===== src/rtl/hazard_ctl.sv =====
`timescale 1ns/1ps
module hazard_ctl #(
  parameter int REG_AW = 5
) (
  input  logic              clk,
  input  logic              rst,
  input  logic              dx_mem_rd,
  input  logic [REG_AW-1:0] dx_dst,
  input  logic [REG_AW-1:0] fd_rs,
  input  logic [REG_AW-1:0] fd_rt,
  input  logic              br_taken,
  output logic              pc_we,
  output logic              fd_we,
  output logic              dx_bubble,
  output logic              fd_flush
);

  localparam logic [REG_AW-1:0] ZERO_REG = '0;

  logic dst_live, src_hit, load_use;

  assign dst_live = dx_mem_rd && (dx_dst != ZERO_REG);
  assign src_hit  = (dx_dst == fd_rs) || (dx_dst == fd_rt);
  assign load_use = dst_live && src_hit;

  assign pc_we     = !rst && !load_use;
  assign fd_we     = !rst && !load_use;
  assign dx_bubble = !rst && load_use;
  assign fd_flush  = !rst && br_taken && !load_use;

  a_r1_rs_match_stalls: assert property (@(posedge clk) disable iff (rst)
    (dx_mem_rd && dx_dst != '0 && dx_dst == fd_rs) |-> (!pc_we && !fd_we && dx_bubble));

  a_r8_rt_match_stalls: assert property (@(posedge clk) disable iff (rst)
    (dx_mem_rd && dx_dst != '0 && dx_dst == fd_rt) |-> (!pc_we && dx_bubble));

  a_r3_zero_dest_free: assert property (@(posedge clk) disable iff (rst)
    (dx_dst == '0) |-> !dx_bubble);

  a_r4_non_load_free: assert property (@(posedge clk) disable iff (rst)
    !dx_mem_rd |-> (pc_we && fd_we && !dx_bubble));

  a_r5_branch_flush: assert property (@(posedge clk) disable iff (rst)
    (br_taken && pc_we) |-> fd_flush);

  a_r6_stall_wins: assert property (@(posedge clk) disable iff (rst)
    dx_bubble |-> !fd_flush);

  a_r9_single_bubble: assert property (@(posedge clk) disable iff (rst)
    dx_bubble |=> !dx_bubble);

  a_r10_enables_agree: assert property (@(posedge clk) disable iff (rst)
    pc_we == fd_we);

  a_r7_reset_quiet: assert property (@(posedge clk)
    rst |-> (!pc_we && !fd_we && !dx_bubble && !fd_flush));

endmodule


===== config.mk =====
export PLATFORM = sky130hd
export DESIGN_NAME = hazard_ctl
export DESIGN_NICKNAME = d
export VERILOG_FILES = /design/src/rtl/hazard_ctl.sv
export SDC_FILE = /design/constraint.sdc
export NUM_CORES = 1
export LEC_CHECK = 0
export ABC_AREA = 0
export BUFFER_PORTS_ARGS = -buffer_cell sky130_fd_sc_hd__buf_2
export CAP_MARGIN = 10
export CELL_PAD_IN_SITES_DETAIL_PLACEMENT = 1
export CELL_PAD_IN_SITES_GLOBAL_PLACEMENT = 1
export CORE_AREA = 2 2 39 41
export DETAILED_ROUTE_END_ITERATION = 10
export DIE_AREA = 0 0 41 43
export MAX_ROUTING_LAYER = met4
export PLACE_DENSITY = 0.56
export SLEW_MARGIN = 20
export SYNTH_ARGS = -nofsm -noshare
export SYNTH_HDL_FRONTEND = slang
export SYNTH_SLANG_ARGS = --single-unit

===== constraint.sdc =====
create_clock -name vclk -period 1.86
set_input_delay 0.279 -clock vclk [all_inputs]
set_output_delay 0.279 -clock vclk [all_outputs]
set_load 0.02 [all_outputs]

==> impl_metrics.ini, run 1 <==
[detailed_routing]
antenna_left = 0
wl_um = 475
drc = 0
dr.pass1.iters = 1
routedWlPerCell_um = 8.05
viasPerCell = 3.71
drt_iter0_drc = 0
via_count = 219

[sta]
finalMaxSlewViolations = 0
finalSetupViolations = 0
tightest_slew_ns = 0.324
fin_setup_tns_ns = 0
clock.fmax_mhz = 574
min_period_ns = 1.74
finalCritPeriodShare = 0.936
rsz0062_at_grt = no
max_slew_margin = 0.784
finalHoldViolCount = 0

[global_routing]
grt_pass1_wl_um = 745
grt_overflow = 0
grt_antenna_before_repair = 0
grt_pass1_vias = 209
grt_max_degree = 4
grtUsageTotal = 0.0583

[floorplan]
ioPinCount = 23
start_util = 0.115
core_area_mm2 = 0.00138
die_w_um = 41
die-height_um = 43
rows = 14
die_area_mm2 = 0.00176

[final_layout]
diodes = 0
nets = 64
area_delta_synth_final_pct = 79.5
seq_cells = 0
instances_no_fill = 59
fillers = 181
clockBufferCount = 0
seq_area_um2 = 0
drive_gt1_frac = 0.535

[power]
powerDensity_mw_per_mm2 = 235
ir_drop_uv = 58.4
leakage_nw = 0.134

[cts]
ctsResizeCount = 0
hold_buffers = 0
post_cts_buffers = 0

[worst_setup_path]
cpLargestDelayFamily = simple AND/OR/NAND/NOR gates
crit_buf_inv = 2
cpPeakStageDelay_ns = 0.53
arrival_ns = 1.46
end_kind = output pin
required_ns = 1.58
worstSetupPathType = in2out
cp_slowest_cell = or4_1
cp_common_cell = buf_2
path_max_fanout = 3
worstPathCellList = buf_2 > or4_1 > o21a_1 > and3b_1 > buf_2
critPathLaunchType = input port

[logic_synthesis]
ys_warn_count = 0
synth_cell_type_count = 10
avgSynthCellArea_um2 = 7.22
yosysSeqAreaShare = 0
synth_area_um2 = 159
synthTopCellsByCount = 10 x xnor2_1, 2 x a21oi_1, 2 x nand2_1, 2 x nand3_1
synth_cells = 22
synth.largest_area_cell = xnor2_1
synth_top_area_share = 0.551
syn_nets = 41
synth_most_common_cell = xnor2_1
synth_area_leaders = xnor2_1 55%, a21oi_1 6.3%, nand3_1 6.3%

[hold_path]
hold_path.class = in2out

[run]
cap_viol_max_count = 0

[placement]
gp_congestion = 0.611
dp.cells = 59
io_buffers = 22

[outcome]
status = completed
per-layer routing:
metal	track usage	routed length (µm)	part of all wire	vias to the layer above
met4	0	0	0	0
met1	0.0728	183	0.39	90
met2	0.106	242	0.51	11
met3	0	48	0.10	0
li1	-	-	-	118
met5	-	0	0	-
layout by cell type (no fill, tap or decap), drive strengths merged:
| cell | n |
|---|---|
| a21oi | 2 |
| nand3 | 2 |
| buf | 22 |
| xnor2 | 10 |
| nand2 | 2 |
| o22ai | 1 |
| and3b | 1 |
| or4 | 1 |
| o21a | 1 |
| nand2b | 1 |
logic make-up (layout without fill, tap and decap cells):
| family | Yosys count | after routing | synth area share |
|---|---|---|---|
| buffers and inverters | 1 | 22 | 0.0473 |
| XOR/XNOR | 10 | 10 | 0.551 |
| AND/OR/NAND/NOR | 7 | 7 | 0.252 |
| AO/OA/AOI/OAI | 4 | 4 | 0.150 |
report_power, final:
| part | switching [W] | total (W) | internal (W) |
|---|---|---|---|
| Sequential | 0 | 0 | 0 |
| Combinational | 0.0000307 | 0.0000669 | 0.0000363 |
| Clock | 0 | 0 | 0 |
| Total | 0.0000307 | 0.0000669 | 0.0000363 |
cell type report:
class | instances | area [µm²] | share of cell area
tap | 16 | 20.0 | 0.0702
timing repair buffer | 22 | 110 | 0.386
multi-input combinational | 21 | 155 | 0.544
through the flow:
step / total power (W) / area, µm² / hold WS [ns] / setup slack [ns] / utilization
floorplan: 0.0000377 / 163 / 0.603 / 0.120 / -
global placement: 0.0000678 / 285 / 0.839 / 0.115 / 0.206
detailed placement: 0.0000678 / 285 / 0.838 / 0.118 / 0.206
global route: 0.0000742 / 285 / 0.855 / 0.0487 / 0.206
finish: 0.0000669 / 285 / 0.839 / 0.119 / 0.206
CTS: 0.0000682 / 285 / 0.839 / 0.113 / 0.206
final timing paths:
check                     start        end  slack [ns]  cells after the start
worst max-delay path  dx_dst[1]  dx_bubble        0.12                      5
worst min-delay path        rst      pc_we        0.84                      3
No activity file was read; power rests on OpenSTA's default activity.
==> inputs of run 2 (changes only) <==
Settings changed: CELL_PAD_IN_SITES_DETAIL_PLACEMENT 1 to 2, CELL_PAD_IN_SITES_GLOBAL_PLACEMENT 1 to 2, PLACE_DENSITY 0.56 to 0.75.
==> impl_metrics.ini, run 2 (synthesized netlist as in run 1, its figures left out) <==
[final_layout]
diodes = 0
seq_cells = 0
fin_area_um2 = 285
final_common_cell = buf_2
layout_common_cells = 22 x buf_2, 10 x xnor2_1, 2 x nand3_1, 2 x nand2_1
seq_area_um2 = 0
area_delta_synth_final_pct = 79.5
nets = 64
postLayoutCoreUtil = 0.206
clockBufferCount = 0
drive_gt1_frac = 0.535

[hold_path]
min_from = rst
hold_path_depth = 3
min_delay_worst_endpoint = fd_we
hold_path.class = in2out

[global_routing]
grt_max_degree = 4
grt_overflow = 0
grt_pass1_vias = 221
grtUsageTotal = 0.0604
grt_pass1_wl_um = 786
grt_antenna_before_repair = 0

[worst_setup_path]
critPathLaunchType = input port
cpPeakStageDelay_ns = 0.51
path_max_fanout = 3
worstSetupPathType = in2out
worstPathCellList = buf_2 > or4_1 > o21a_1 > and3b_1 > buf_2
crit_buf_inv = 2
cp_slowest_cell = or4_1
cpLargestDelayFamily = simple AND/OR/NAND/NOR gates
arrival_ns = 1.45
required_ns = 1.58
cp_common_cell = buf_2
end_kind = output pin

[detailed_routing]
drt_iter0_drc = 0
via_count = 227
dr.pass1.iters = 1
routedWlPerCell_um = 9.00
wl_um = 531
drc = 0
antenna_left = 0
viasPerCell = 3.85

[floorplan]
die_w_um = 41
start_util = 0.115
rows = 14
core_area_mm2 = 0.00138
die-height_um = 43
die_area_mm2 = 0.00176
ioPinCount = 23

[outcome]
status = completed

[sta]
fin_setup_tns_ns = 0
max_slew_margin = 0.804
finalHoldViolCount = 0
finalCritPeriodShare = 0.931
finalMaxSlewViolations = 0
clock.fmax_mhz = 577
tightest_slew_ns = 0.294
whs_ns = 0.841
finalSetupViolations = 0
rsz0062_at_grt = no
min_period_ns = 1.73

[power]
powerDensity_mw_per_mm2 = 237
ir_drop_uv = 44.4
leakage_nw = 0.134

[run]
cap_viol_max_count = 0

[cts]
post_cts_buffers = 0
hold_buffers = 0
ctsResizeCount = 0

[placement]
io_buffers = 22
dp_hpwl_um = 506
gp_congestion = 0.559
post_dp_cell_area_um2 = 285
==> run 2: how the worst max path moves through the flow <==
stage / to / cells after the start / start / slack, ns
4_1_cts: dx_bubble / 5 / dx_dst[1] / 0.12
2_1_floorplan: pc_we / 4 / dx_dst[1] / 0.12
3_5_place_dp: dx_bubble / 5 / dx_dst[1] / 0.13
3_3_place_gp: pc_we / 5 / dx_dst[1] / 0.12
6_report: dx_bubble / 5 / dx_dst[1] / 0.13
5_1_grt: pc_we / 5 / dx_dst[1] / 0.07
==> run 2: where the power goes <==
| group | switching [W] | internal (W) |
|---|---|---|
| Sequential | 0 | 0 |
| Clock | 0 | 0 |
| Combinational | 0.0000315 | 0.0000363 |
==> run 2: cell type report <==
class,count,area [µm²]
Multi-Input combinational cell,21,155
Tap cell,16,20.0
Timing Repair Buffer,22,110
Fill cell,181,1100
==> run 2: per-layer routing <==
metal,vias to the layer above,global-route usage,wire [µm]
li1,117,-,-
met1,99,0.0791,217
met2,11,0.106,273
met3,0,0,39
met4,0,0,0
met5,-,-,0
==> run 2: per-stage QoR <==
| stage | setup slack, ns | total power, W | cells |
|---|---|---|---|
| after floorplan | 0.120 | 0.0000377 | 22 |
| after global placement | 0.124 | 0.0000682 | 59 |
| after detailed placement | 0.135 | 0.0000690 | 59 |
| after CTS | 0.121 | 0.0000695 | 59 |
| after global routing | 0.0718 | 0.0000744 | 59 |
| final | 0.128 | 0.0000677 | 59 |
==> inputs of run 3 (changes only) <==
Settings changed: CAP_MARGIN 10 to not set, CELL_PAD_IN_SITES_DETAIL_PLACEMENT 2 to not set, CELL_PAD_IN_SITES_GLOBAL_PLACEMENT 2 to not set, PLACE_DENSITY 0.75 to 0.36.
==> impl_metrics.ini, run 3 (synthesized netlist as in run 1, its figures left out) <==
[detailed_routing]
routedWlPerCell_um = 8.56
drc = 0
viasPerCell = 3.76
drt_iter0_drc = 0
via_count = 222
antenna_left = 0
wl_um = 505
dr.pass1.iters = 1

[hold_path]
hold_path_depth = 3
min_delay_worst_endpoint = fd_we
hold_path.class = in2out
min_from = rst

[final_layout]
layout_common_cells = 22 x buf_2, 10 x xnor2_1, 2 x nand3_1, 2 x nand2_1
seq_area_um2 = 0
final_common_cell = buf_2
nets = 64
clockBufferCount = 0
drive_gt1_frac = 0.535
seq_cells = 0
fin_area_um2 = 285
diodes = 0
postLayoutCoreUtil = 0.206
area_delta_synth_final_pct = 79.5

[placement]
post_dp_cell_area_um2 = 285
gp_congestion = 0.582
io_buffers = 22

[run]
cap_viol_max_count = 0

[cts]
ctsResizeCount = 0
hold_buffers = 0
post_cts_buffers = 0

[sta]
finalMaxSlewViolations = 0
min_period_ns = 1.74
max_slew_margin = 0.808
finalHoldViolCount = 0
tightest_slew_ns = 0.287
finalCritPeriodShare = 0.936
clock.fmax_mhz = 575
finalSetupViolations = 0
fin_setup_tns_ns = 0
rsz0062_at_grt = no

[worst_setup_path]
worstSetupPathType = in2out
path_max_fanout = 3
cpPeakStageDelay_ns = 0.53
cp_common_cell = buf_2
worstPathCellList = buf_2 > or4_1 > o21a_1 > and3b_1 > buf_2
end_kind = output pin
cp_slowest_cell = or4_1
required_ns = 1.58
arrival_ns = 1.46
worstSetupStartpoint = dx_dst[1]
critPathLaunchType = input port

[floorplan]
ioPinCount = 23
die_area_mm2 = 0.00176
rows = 14
core_area_mm2 = 0.00138
die-height_um = 43
start_util = 0.115
die_w_um = 41

[global_routing]
grt_antenna_before_repair = 0
grt_max_degree = 4
grt_pass1_vias = 236
grt_pass1_wl_um = 814
grtUsageTotal = 0.0624
grt_overflow = 0

[power]
powerDensity_mw_per_mm2 = 235
ir_drop_uv = 41.0
leakage_nw = 0.134

[outcome]
status = completed
## run 3: cell counts in the layout (fill, tap and decap cells not counted)
Identical to the previous run, type by type.
## run 3: report_power, final
part | switching (W) | internal [W] | leakage, nW
sequential | 0 | 0 | 0
clock | 0 | 0 | 0
combinational | 0.0000308 | 0.0000363 | 0.134
## run 3: metrics by stage
stage | setup WS [ns] | hold slack [ns] | total power [W] | instances
final | 0.120 | 0.840 | 0.0000671 | 59
after CTS | 0.112 | 0.843 | 0.0000689 | 59
after floorplan | 0.120 | 0.603 | 0.0000377 | 22
after global routing | 0.0582 | 0.863 | 0.0000752 | 59
after detailed placement | 0.115 | 0.838 | 0.0000685 | 59
after global placement | 0.105 | 0.842 | 0.0000690 | 59
## run 3: worst max path at each step
stage | endpoint | cells after the start | slack (ns)
after floorplan | pc_we | 4 | 0.12
after global placement | dx_bubble | 5 | 0.10
after detailed placement | dx_bubble | 5 | 0.12
after CTS | dx_bubble | 5 | 0.11
after global routing | dx_bubble | 5 | 0.06
final | dx_bubble | 5 | 0.12
## run 3: layer usage
layer / global-route usage / share of wire
met2: 0.116 / 0.47
met4: 0 / 0
met3: 0.0105 / 0.16
met1: 0.0696 / 0.37
met5: - / 0
## run 3: layout make-up
cell class	instances	area, µm²
fill	167	1100
multi-input combinational	21	155
timing repair buffer	22	110
tap	16	20.0
## run 3: worst max-delay path, delay by kind of cell
family	cells	cell delay (ns)
compound gates	1	0.22
buf+inv	2	0.27
simple gates	2	0.69
